--- src/rtl/bitop_pkg.sv ---
`timescale 1ns/1ps
// Shared types for the bit test and modify unit.
// Assumes a two-bit operation code driven by the instruction decoder.
package bitop_pkg;

    typedef enum logic [1:0] {
        OP_TEST     = 2'b00,
        OP_CLRBITS  = 2'b01,
        OP_SETBITS  = 2'b10,
        OP_TEST_ALT = 2'b11
    } bitop_e;

    typedef enum logic [1:0] {
        ST_IDLE  = 2'b00,
        ST_WR_LO = 2'b01,
        ST_WR_HI = 2'b10
    } seq_e;

    // True for the two operations that write memory back
    function automatic logic is_modify(bitop_e op);
        return (op == OP_CLRBITS) || (op == OP_SETBITS);
    endfunction

endpackage

--- src/rtl/bitop_flags.sv ---
`timescale 1ns/1ps
// Computes the next zero, negative and overflow flag values.
// Assumes the operand is the value before any modification; purely combinational.
module bitop_flags
    import bitop_pkg::*;
#(
    parameter int BYTE_W = 8
) (
    input  bitop_e              op_i,
    input  logic                imm_i,
    input  logic                wide_i,
    input  logic [2*BYTE_W-1:0] acc_i,
    input  logic [2*BYTE_W-1:0] opnd_i,
    input  logic                n_cur_i,
    input  logic                v_cur_i,
    output logic                z_nx_o,
    output logic                n_nx_o,
    output logic                v_nx_o
);
    localparam int WORD_W = 2 * BYTE_W;

    logic [BYTE_W-1:0] lo_and;
    logic [BYTE_W-1:0] hi_and;
    logic              top_bit;
    logic              sub_bit;
    logic              load_nv;

    // Masked AND per byte and zero detection over the active width
    always_comb begin
        lo_and = acc_i[BYTE_W-1:0] & opnd_i[BYTE_W-1:0];
        hi_and = acc_i[WORD_W-1:BYTE_W] & opnd_i[WORD_W-1:BYTE_W];
        z_nx_o = (lo_and == '0) && (!wide_i || (hi_and == '0));
    end

    // Negative and overflow load only for a non-immediate plain test
    always_comb begin
        top_bit = wide_i ? opnd_i[WORD_W-1] : opnd_i[BYTE_W-1];
        sub_bit = wide_i ? opnd_i[WORD_W-2] : opnd_i[BYTE_W-2];
        load_nv = !is_modify(op_i) && !imm_i;
        n_nx_o  = load_nv ? top_bit : n_cur_i;
        v_nx_o  = load_nv ? sub_bit : v_cur_i;
    end

endmodule

--- src/rtl/bitop_merge.sv ---
`timescale 1ns/1ps
// Forms the write-back word: clears or sets the operand bits selected by
// the accumulator. Assumes only clear-bits and set-bits results are used.
module bitop_merge
    import bitop_pkg::*;
#(
    parameter int BYTE_W = 8
) (
    input  bitop_e              op_i,
    input  logic [2*BYTE_W-1:0] acc_i,
    input  logic [2*BYTE_W-1:0] opnd_i,
    output logic [2*BYTE_W-1:0] result_o
);
    // Select AND-NOT for clear-bits, OR otherwise
    always_comb begin
        if (op_i == OP_CLRBITS) begin
            result_o = opnd_i & ~acc_i;
        end else begin
            result_o = opnd_i | acc_i;
        end
    end

endmodule

--- src/rtl/bitop_seq.sv ---
`timescale 1ns/1ps
// Sequencer: accepts requests when idle, drives one or two byte writes with a
// request/acknowledge handshake, and pulses done. Assumes the memory holds
// mem_ack_i for at most the cycle it accepts a byte.
module bitop_seq
    import bitop_pkg::*;
#(
    parameter int BYTE_W = 8,
    parameter int ADDR_W = 16
) (
    input  logic                clk,
    input  logic                rst_n,
    input  logic                start_i,
    input  logic                modify_i,
    input  logic                wide_i,
    input  logic [ADDR_W-1:0]   addr_i,
    input  logic [2*BYTE_W-1:0] result_i,
    input  logic                mem_ack_i,
    output logic                accept_o,
    output logic                busy_o,
    output logic                done_o,
    output logic                mem_req_o,
    output logic [ADDR_W-1:0]   mem_addr_o,
    output logic [BYTE_W-1:0]   mem_wdata_o
);
    localparam int WORD_W = 2 * BYTE_W;

    seq_e              state_q;
    logic              wide_q;
    logic              done_q;
    logic [ADDR_W-1:0] addr_q;
    logic [WORD_W-1:0] res_q;

    assign accept_o = start_i && (state_q == ST_IDLE);

    // State, captured operands and the done pulse
    always_ff @(posedge clk) begin
        if (!rst_n) begin
            state_q <= ST_IDLE;
            wide_q  <= 1'b0;
            done_q  <= 1'b0;
            addr_q  <= '0;
            res_q   <= '0;
        end else begin
            done_q <= 1'b0;
            case (state_q)
                ST_IDLE: begin
                    if (accept_o) begin
                        if (modify_i) begin
                            state_q <= ST_WR_LO;
                            wide_q  <= wide_i;
                            addr_q  <= addr_i;
                            res_q   <= result_i;
                        end else begin
                            done_q <= 1'b1;
                        end
                    end
                end
                ST_WR_LO: begin
                    if (mem_ack_i) begin
                        if (wide_q) begin
                            state_q <= ST_WR_HI;
                        end else begin
                            state_q <= ST_IDLE;
                            done_q  <= 1'b1;
                        end
                    end
                end
                ST_WR_HI: begin
                    if (mem_ack_i) begin
                        state_q <= ST_IDLE;
                        done_q  <= 1'b1;
                    end
                end
                default: state_q <= ST_IDLE;
            endcase
        end
    end

    // Memory port drive from the current state
    always_comb begin
        mem_req_o   = (state_q != ST_IDLE);
        mem_addr_o  = (state_q == ST_WR_HI) ? addr_q + ADDR_W'(1) : addr_q;
        mem_wdata_o = (state_q == ST_WR_HI) ? res_q[WORD_W-1:BYTE_W]
                                            : res_q[BYTE_W-1:0];
    end

    assign busy_o = (state_q != ST_IDLE);
    assign done_o = done_q;

endmodule

--- src/rtl/bitop_unit.sv ---
`timescale 1ns/1ps
// Top of the bit test and modify unit: flag registers, flag logic, merge
// logic and the write-back sequencer. Assumes the caller has already read
// the operand and supplies its address for the write-back.
module bitop_unit
    import bitop_pkg::*;
#(
    parameter int BYTE_W = 8,
    parameter int ADDR_W = 16
) (
    input  logic                clk,
    input  logic                rst_n,
    input  logic                start_i,
    input  logic [1:0]          op_i,
    input  logic                imm_i,
    input  logic                wide_i,
    input  logic [2*BYTE_W-1:0] acc_i,
    input  logic [2*BYTE_W-1:0] opnd_i,
    input  logic [ADDR_W-1:0]   addr_i,
    output logic                busy_o,
    output logic                done_o,
    output logic                flag_z_o,
    output logic                flag_n_o,
    output logic                flag_v_o,
    output logic                mem_req_o,
    output logic [ADDR_W-1:0]   mem_addr_o,
    output logic [BYTE_W-1:0]   mem_wdata_o,
    input  logic                mem_ack_i
);
    localparam int WORD_W = 2 * BYTE_W;

    bitop_e            op;
    logic              accept;
    logic              z_nx;
    logic              n_nx;
    logic              v_nx;
    logic [WORD_W-1:0] result;
    logic              z_q;
    logic              n_q;
    logic              v_q;

    assign op = bitop_e'(op_i);

    bitop_flags #(.BYTE_W(BYTE_W)) u_flags (
        .op_i    (op),
        .imm_i   (imm_i),
        .wide_i  (wide_i),
        .acc_i   (acc_i),
        .opnd_i  (opnd_i),
        .n_cur_i (n_q),
        .v_cur_i (v_q),
        .z_nx_o  (z_nx),
        .n_nx_o  (n_nx),
        .v_nx_o  (v_nx)
    );

    bitop_merge #(.BYTE_W(BYTE_W)) u_merge (
        .op_i     (op),
        .acc_i    (acc_i),
        .opnd_i   (opnd_i),
        .result_o (result)
    );

    bitop_seq #(.BYTE_W(BYTE_W), .ADDR_W(ADDR_W)) u_seq (
        .clk         (clk),
        .rst_n       (rst_n),
        .start_i     (start_i),
        .modify_i    (is_modify(op)),
        .wide_i      (wide_i),
        .addr_i      (addr_i),
        .result_i    (result),
        .mem_ack_i   (mem_ack_i),
        .accept_o    (accept),
        .busy_o      (busy_o),
        .done_o      (done_o),
        .mem_req_o   (mem_req_o),
        .mem_addr_o  (mem_addr_o),
        .mem_wdata_o (mem_wdata_o)
    );

    // Flag registers load on an accepted request
    always_ff @(posedge clk) begin
        if (!rst_n) begin
            z_q <= 1'b0;
            n_q <= 1'b0;
            v_q <= 1'b0;
        end else if (accept) begin
            z_q <= z_nx;
            n_q <= n_nx;
            v_q <= v_nx;
        end
    end

    assign flag_z_o = z_q;
    assign flag_n_o = n_q;
    assign flag_v_o = v_q;

endmodule

--- config.mk ---
export PLATFORM = sky130hd
export DESIGN_NAME = bitop_unit
export DESIGN_NICKNAME = d
export VERILOG_FILES = /design/src/rtl/bitop_pkg.sv /design/src/rtl/bitop_flags.sv /design/src/rtl/bitop_merge.sv /design/src/rtl/bitop_seq.sv /design/src/rtl/bitop_unit.sv
export SDC_FILE = /design/constraint.sdc
export NUM_CORES = 1
export LEC_CHECK = 0
export BUFFER_PORTS_ARGS = -buffer_cell sky130_fd_sc_hd__buf_2
export CAP_MARGIN = 20
export CORE_MARGIN = 1
export CORE_UTILIZATION = 35
export CTS_BUF_LIST = sky130_fd_sc_hd__clkbuf_8
export CTS_CLUSTER_SIZE = 14
export DETAILED_ROUTE_END_ITERATION = 16
export SYNTH_ARGS = -nofsm -noshare
export SYNTH_HDL_FRONTEND = slang
export SYNTH_SLANG_ARGS = --single-unit
--- constraint.sdc ---
create_clock -name clk -period 1.7 [get_ports clk]
set_input_delay 0.085 -clock clk [delete_from_list [all_inputs] [get_ports clk]]
set_output_delay 0.085 -clock clk [all_outputs]
set_load 0.1 [all_outputs]
==> results of run 1 <==
==> cell families (layout without fill, tap and decap cells) <==
logic type,Yosys count,after routing,share of synthesized area (%)
fa+ha+maj,2,2,1.11
simple gates,93,93,21.0
mux,27,27,12.5
compound gates,48,48,18.2
buf+inv,23,138,6.52
flops,39,39,34.8
xor+xnor,15,15,5.85
==> final cells by class <==
type	count	area share (%)
clock inverter	3	1.55
multi-input combinational	185	44.2
inverter	5	0.455
timing repair buffer	125	30.8
sequential	39	19.1
tap	75	2.28
clock buffer	5	1.67
==> where the power goes <==
part	switching [mW]	leakage (nW)	internal, mW	total, mW
clock	0.323	0.0695	0.581	0.904
combinational	0.652	1.66	0.472	1.12
sequential	0.0443	0.322	0.980	1.02
total	1.02	2.05	2.03	3.05
==> per-stage QoR <==
stage          cells  worst slack (ns)  TNS (ns)
2_1_floorplan    247            -0.227     -1.07
3_5_place_dp     411            0.0291         0
6_report         437            -0.200     -5.96
3_3_place_gp     411            0.0477         0
4_1_cts          424            -0.221     -1.97
5_1_grt          437            -0.256     -9.18
==> what timing repair did <==
action / 4_1_cts / 5_1_grt
hold buffers: 0 / 0
cloned: 1 / 5
setup endpoints to repair: 23 / 31
resized for setup: 31 / 52
setup buffers: 4 / 9
pin swaps: 8 / 18
==> state kept, by name (all words and copies together), names as in the netlist <==
| name | cells |
|---|---|
| u_seq.done_o | 1 |
| u_seq.state_q | 2 |
| u_seq.wide_q | 1 |
| flag_n_o | 1 |
| flag_v_o | 1 |
| flag_z_o | 1 |
| u_seq.res_q | 16 |
| u_seq.addr_q | 16 |
==> worst max-delay path, stage by stage, from the launching register on <==
cell	delay (ns)
dfxtp_2	0.32
and4b_2	0.35
buf_6	0.12
buf_6	0.09
nand4_1	0.21
xnor2_4	0.24
buf_12	0.19
==> worst paths after layout <==
check                                 from                            end  slack [ns]  cells after the start
max          u_seq.state_q[0]$_SDFFE_PN0P_                  mem_addr_o[5]       -0.20                      6
min reg2reg  u_seq.addr_q[14]$_SDFFE_PN0P_  u_seq.addr_q[14]$_SDFFE_PN0P_        0.47                      2
min                              addr_i[2]   u_seq.addr_q[2]$_SDFFE_PN0P_        0.03                      3
max reg2reg  u_seq.state_q[0]$_SDFFE_PN0P_    u_seq.res_q[8]$_SDFFE_PN0P_       -0.16                      9
==> cells in the mapped netlist <==
cell | count | share of area (%)
a222oi_1 | 1 | 0.45
nor2_4 | 1 | 0.50
a21boi_2 | 1 | 0.50
nand4b_1 | 1 | 0.39
and4b_1 | 1 | 0.45
a21oi_1 | 1 | 0.22
a21boi_0 | 1 | 0.33
nor3_1 | 1 | 0.22
nor3b_1 | 2 | 0.67
ha_1 | 2 | 1.1
nor2_1 | 3 | 0.50
clkbuf_1 | 6 | 1.0
xnor2_1 | 9 | 3.5
inv_1 | 5 | 0.84
mux2_2 | 9 | 4.5
nand4_1 | 4 | 1.1
nand2b_1 | 2 | 0.56
or3b_4 | 1 | 0.50
a22oi_1 | 6 | 2.0
a41oi_1 | 1 | 0.39
buf_4 | 3 | 1.0
o21a_1 | 1 | 0.33
or2_2 | 1 | 0.28
a21boi_1 | 16 | 5.4
xor2_1 | 6 | 2.3
buf_2 | 3 | 0.67
nor4_2 | 1 | 0.56
mux2i_1 | 18 | 8.0
nor2b_1 | 2 | 0.56
nand4_4 | 1 | 0.95
and3_1 | 2 | 0.56
o21ai_0 | 1 | 0.22
nand3_1 | 6 | 1.3
o211a_1 | 18 | 8.0
o31ai_1 | 1 | 0.33
dfxtp_1 | 39 | 35
buf_6 | 6 | 3.0
nand2_1 | 60 | 10
nand4bb_1 | 1 | 0.50
nor3_2 | 3 | 1.3
==> metal layers <==
layer / part of all wire, % / vias to the layer above
met2: 51 / 73
met5: 0 / -
li1: - / 1090
met3: 4.4 / 10
met1: 43 / 1048
met4: 1.9 / 0
==> qor.yml, run 1 <==
floorplanning:
  initial_utilization_pct: 37.0
  num_rows: 28
  die-area_mm2: 0.00674
  dieWidth_um: 82.1
  core_area_mm2: 0.00606
  die_y_um: 82.1
  top_level_ports: 86
cells_and_area:
  final_util_pct: 68.0
  layout-drive-gt1-share_pct: 55.5
  stdcell_area_mm2: 0.00412
  antenna_cells: 0
  regArea_um2: 787
  layout_commonest_cell: "buf_2"
  multiInputGateArea_mm2: 0.00182
  layout_common_cells: "61 x buf_2, 43 x nand2_1, 34 x dfxtp_1, 29 x buf_12, 19 x buf_4"
  nets: 419
  fillers: 468
  area_growth_pct: 83.6
clocking:
  cts_root_buf: "clkbuf_8"
  numCtsBuffers: 5
  clockBufferDepth: 2
  cts.sinks: 39
  htreeDepth: 2
  cts.clk_slew.worst_paths_ns: 0.08
  cts_tree: "done"
  insertion_delay_ns: 0.29
synthesis:
  syn-num-nets: 305
  synth-seq-cells: 39
  syn_inst: 247
  syn_area_mm2: 0.00224
  ys_warn_count: 0
  synth_cell_types: 40
  avgSynthCellArea_um2: 9.09
  seq_area_frac_synth_pct: 34.8
timing:
  setup_viol: 56
  fmax_ghz: 0.526
  hold_viol: 0
  worstMarginPinSlew_ns: 0.494
  maxSlewViolCount: 0
  fin_skew_ns: 0.00546
  timing.final.crit_share_pct: 112
  rsz0062_at_grt: "yes"
  fin_ws_ns: -0.200
  max-slew-margin-rel_pct: 67.3
  finalHoldWorstSlack_ns: 0.0262
  min_period_ns: 1.90
routing:
  wirelength_um: 6670
  via_count: 2221
  antenna_left: 0
  drc: 0
  drtPass1Iterations: 4
  avgRoutedWirePerCell_um: 15.3
  vias_per_cell: 5.08
  detail_route.iter0.violations: 92
placement:
  hpwl_um: 4500
  place_congestion: 0.785
  portBuffers: 85
  placed_area_mm2: 0.00345
critical_path:
  cp.required_ns: 1.62
  worst-setup-path-type: "reg -> out"
  cp-end-kind: "output pin"
  path_max_fanout: 3
  cp.arrival_ns: 1.82
  start_kind: "flop"
grt:
  antenna_found_initial: 0
  grt_usage_pct: 19.4
  met3_usage_pct: 3.78
  overflow: 0
  grt_pass1_wl_um: 9820
  busiest_layer: "met2"
  grt_pass1_vias: 2129
  grt_max_degree: 36
  use_met1_pct: 22.5
  use_met2_pct: 34.6
pwr:
  p_total_mw: 3.05
  vdd_drop_max_uv: 594
  p_leak_nw: 2.05
  pwr_density_cell_mw_per_mm2: 740
outcome:
  status: "finished, violations left"
  failed_checks: "setup timing"
hold_path:
  min_path_type: "in -> reg"
flow_run:
  cap_violations: 0
(Power assumes the default switching activity.)
==> inputs of run 2 (changes only) <==
--- a/config.mk
+++ b/config.mk
@@ -14,4 +14,5 @@
 export DETAILED_ROUTE_END_ITERATION = 16
 export SYNTH_ARGS = -nofsm -noshare
 export SYNTH_HDL_FRONTEND = slang
+export SYNTH_HIERARCHICAL = 1
 export SYNTH_SLANG_ARGS = --single-unit
==> run 2 against run 1 <==
  * The run still ends with setup timing left
  * Synthesized cell count increased by 21%
  * Clock skew shrank 0.0011 ns
  * Design area shrank 10%
  * Die area rose by 2.6%
  * Total power decreased by 17%
  * Global-route usage shrank 2.9 points
  * Routed wire length is 17% lower
  * Register-to-register slack improved by 0.38 ns
  * Worst hold slack improved by 0.0027 ns
  * Critical path type unchanged
  * Highest routed layer unchanged
==> qor.yml, run 2 <==
outcome:
  status: "finished, violations left"
  failed_checks: "setup timing"
pwr:
  p_total_mw: 2.52  # -17%
  vdd_drop_max_uv: 355  # -40%
  pwr_density_cell_mw_per_mm2: 683  # -7.7%
  p_sw_share_pct: 36.4  # +3.1 points
  p_comb_share_pct: 37.1  # +0.3 points
  p_leak_nw: 1.63  # -20%
  seqPwrFrac_pct: 40.1  # +6.5 points
  switching_power_mw: 0.919  # -9.8%
  p_int_mw: 1.60  # -21%
  clkPwrFrac_pct: 22.8  # -6.8 points
timing:
  fin_skew_ns: 0.00437  # -0.00109 ns
  worstMarginPinSlew_ns: 0.595  # +0.100 ns
  setup_viol: 9  # -84%
  hold_viol: 0  # unchanged
  rsz0062_at_grt: "yes"
  fin_ws_ns: -0.142  # +0.0577 ns
  maxSlewViolCount: 0  # unchanged
  fmax_ghz: 0.543  # +3.1%
  min_period_ns: 1.84  # -0.0577 ns
  finalHoldWorstSlack_ns: 0.0288  # +0.00269 ns
  max-slew-margin-rel_pct: 60.3  # -6.9 points
  timing.final.crit_share_pct: 108  # -3.4 points
critical_path:
  slowest_delay_ns: 0.37  # +0.02 ns
  startpoint: "u_seq/addr_q[0]$_SDFFE_PN0P_"
  cp_slowest_cell: "dfxtp_4"
  path_max_fanout: 4  # +1
  cp.required_ns: 1.62  # about the same
  cp-end-kind: "output pin"
  worst-setup-path-type: "reg -> out"
  cp_cell_sequence: "ha_4 > and2_4 > and4_4 > nand4_1 > xnor2_4 > buf_12"
  timing.rr.start: "u_seq/state_q[1]$_SDFFE_PN0P_"
  start_kind: "flop"
  critical_path.top_delay_family: "simple AND/OR/NAND/NOR gates"
  cp.arrival_ns: 1.76  # -0.06 ns
  crit_buf_inv: 1  # -2
cells_and_area:
  stdcell_area_mm2: 0.00369  # -10%
  fillers: 599  # +28%
  antenna_cells: 0  # unchanged
  area_growth_pct: 60.2
  layout-drive-gt1-share_pct: 42.8  # -13 points
  layout_common_cells: "98 x nand2_1, 61 x buf_2, 32 x dfxtp_1, 29 x a21boi_0, 27 x buf_12"
  fin_cells: 474  # +8.5%
  layout_commonest_cell: "nand2_1"
  reg_top3: "u_seq/addr_q x16, u_seq/res_q x16, u_seq/state_q x2"
  nets: 453  # +8.1%
clocking:
  htreeDepth: 2  # unchanged
  cts.clk_slew.worst_paths_ns: 0.07  # about the same
  cts_tree: "done"
  clockBufferDepth: 2  # unchanged
  cts_root_buf: "clkbuf_8"
  numCtsBuffers: 5  # unchanged
  hold_buffers: 0  # unchanged
  cts.sinks: 39  # unchanged
  insertion_delay_ns: 0.28  # about the same
flow_run:
  cap_violations: 0  # unchanged
synthesis:
  synth_cell_types: 39  # -2.5%
  synth-seq-cells: 39  # unchanged
  yosysMostFrequentCell: "nand2_1"
  syn-num-nets: 355  # +16%
  async_flop_share_pct: 0  # unchanged
  synth_area_leaders: "dfxtp_1 34%, nand2_1 17%, a21boi_0 9.5%, xnor2_1 4.2%, a21oi_2 3.8%"
  yosys.area.top_type_share_pct: 33.9  # -0.89 points
  syn_inst: 298  # +21%
  ys_warn_count: 6  # +6
  seq_area_frac_synth_pct: 33.9  # -0.89 points
  synth.largest_area_cell: "dfxtp_1"
  synth_commonest_cells: "106 x nand2_1, 39 x dfxtp_1, 29 x a21boi_0, 20 x nor2_1, 11 x xnor2_1"
  avgSynthCellArea_um2: 7.73  # -15%
  synth_edf_count: 0  # unchanged
  ys.flop_type: "dfxtp_1"
  syn_area_mm2: 0.00230  # +2.6%
routing:
  via_count: 2254  # +1.5%
  antenna_left: 0  # unchanged
  drc: 0  # unchanged
  avgRoutedWirePerCell_um: 11.7  # -23%
  drtPass1Iterations: 4  # unchanged
  wirelength_um: 5540  # -17%
  detail_route.iter0.violations: 106  # +15%
  vias_per_cell: 4.76  # -6.4%
hold_path:
  min_from: "addr_i[3]"
  min_path_type: "in -> reg"
grt:
  antenna_found_initial: 0  # unchanged
  grt_pass1_wl_um: 9380  # -4.4%
  grt_usage_pct: 16.5  # -2.9 points
  grt_pass1_vias: 2092  # -1.7%
  grt_max_degree: 40  # +11%
  overflow: 0  # unchanged
floorplanning:
  num_rows: 29  # +3.6%
  die_y_um: 83.1  # +1.3%
  top_level_ports: 86  # unchanged
  initial_utilization_pct: 36.3  # -0.76 points
  die-area_mm2: 0.00691  # +2.6%
  core_area_mm2: 0.00635  # +4.8%
  dieWidth_um: 83.1  # +1.3%
placement:
  placed_area_mm2: 0.00345  # +0.18%
  place_congestion: 0.759  # -3.4%
  portBuffers: 85  # unchanged
  hpwl_um: 4180  # -7.0%
  pre_cts_ws_ns: 0.0344  # +0.00526 ns
  dp_cells: 457  # +11%
run 2: worst paths after layout:
| check | slack, ns | cells after the start | endpoint |
|---|---|---|---|
| setup / recovery | -0.14 | 6 | mem_addr_o[14] |
| hold / removal | 0.03 | 3 | u_seq/addr_q[3]$_SDFFE_PN0P_ |
| setup reg to reg | 0.22 | 6 | u_seq/addr_q[1]$_SDFFE_PN0P_ |
| hold reg to reg | 0.47 | 2 | u_seq/res_q[14]$_SDFFE_PN0P_ |
run 2: what timing repair did:
action | CTS | global route
endpoints found under the hold margin | 0 | 0
endpoints found under the setup margin | 23 | 14
pin swaps | 6 | 5
cloned | 0 | 0
buffers inserted | 4 | 5
gates resized for setup | 13 | 15
run 2: worst register-to-register path: stages, from the launching register on:
cell and delay (ns):
dfxtp_4 0.35, buf_4 0.14, nor2_2 0.18, and3_1 0.26, buf_12 0.20, nand2_1 0.09, a21boi_0 0.18
run 2: through the flow:
stage	setup TNS (ns)	utilization [%]
after floorplan	-0.700	-
after global placement	0	54.4
after detailed placement	0	54.4
after CTS	-1.21	56.7
after global routing	-1.78	58.1
final	-0.881	58.1
run 2: power by group through the flow:
| stage | combinational (mW) | clock, mW | sequential [mW] |
|---|---|---|---|
| 2_1_floorplan | 0.559 | 0 | 1.08 |
| 3_3_place_gp | 0.922 | 0 | 1.03 |
| 3_5_place_dp | 0.928 | 0 | 1.04 |
| 4_1_cts | 0.936 | 0.601 | 1.01 |
| 5_1_grt | 0.992 | 0.642 | 1.02 |
| 6_report | 0.936 | 0.575 | 1.01 |
run 2: layout make-up:
| class | instances | area, µm² | area share (%) |
|---|---|---|---|
| multi-input cells | 242 | 1720 | 46.5 |
| repair buffers | 107 | 996 | 27.0 |
| flip-flops and latches | 39 | 800 | 21.7 |
| well taps | 77 | 96.3 | 2.61 |
| clock buffers | 5 | 68.8 | 1.86 |
| clock inverters | 3 | 11.3 | 0.305 |
| inverters | 1 | 3.75 | 0.102 |
run 2: per-layer routing:
layer / part of all wire (%) / wire length [µm] / global-route usage [%] / vias up
met1: 48 / 2670 / 21.6 / 1004
met5: 0 / 0 / 0 / -
met3: 4.8 / 264 / 2.78 / 5
met4: 1.1 / 60 / 5.17 / 0
met2: 46 / 2550 / 27.6 / 67
li1: - / - / - / 1178
run 2: cell families after synthesis:
group	synth area share (%)
and+or+nand+nor	30.0
AOI/OAI and AO/OA	19.8
DFF	33.9
xor gates and xnor gates	6.46
buffers and inverters	5.70
muxes	3.59
adders and majority gates	0.543
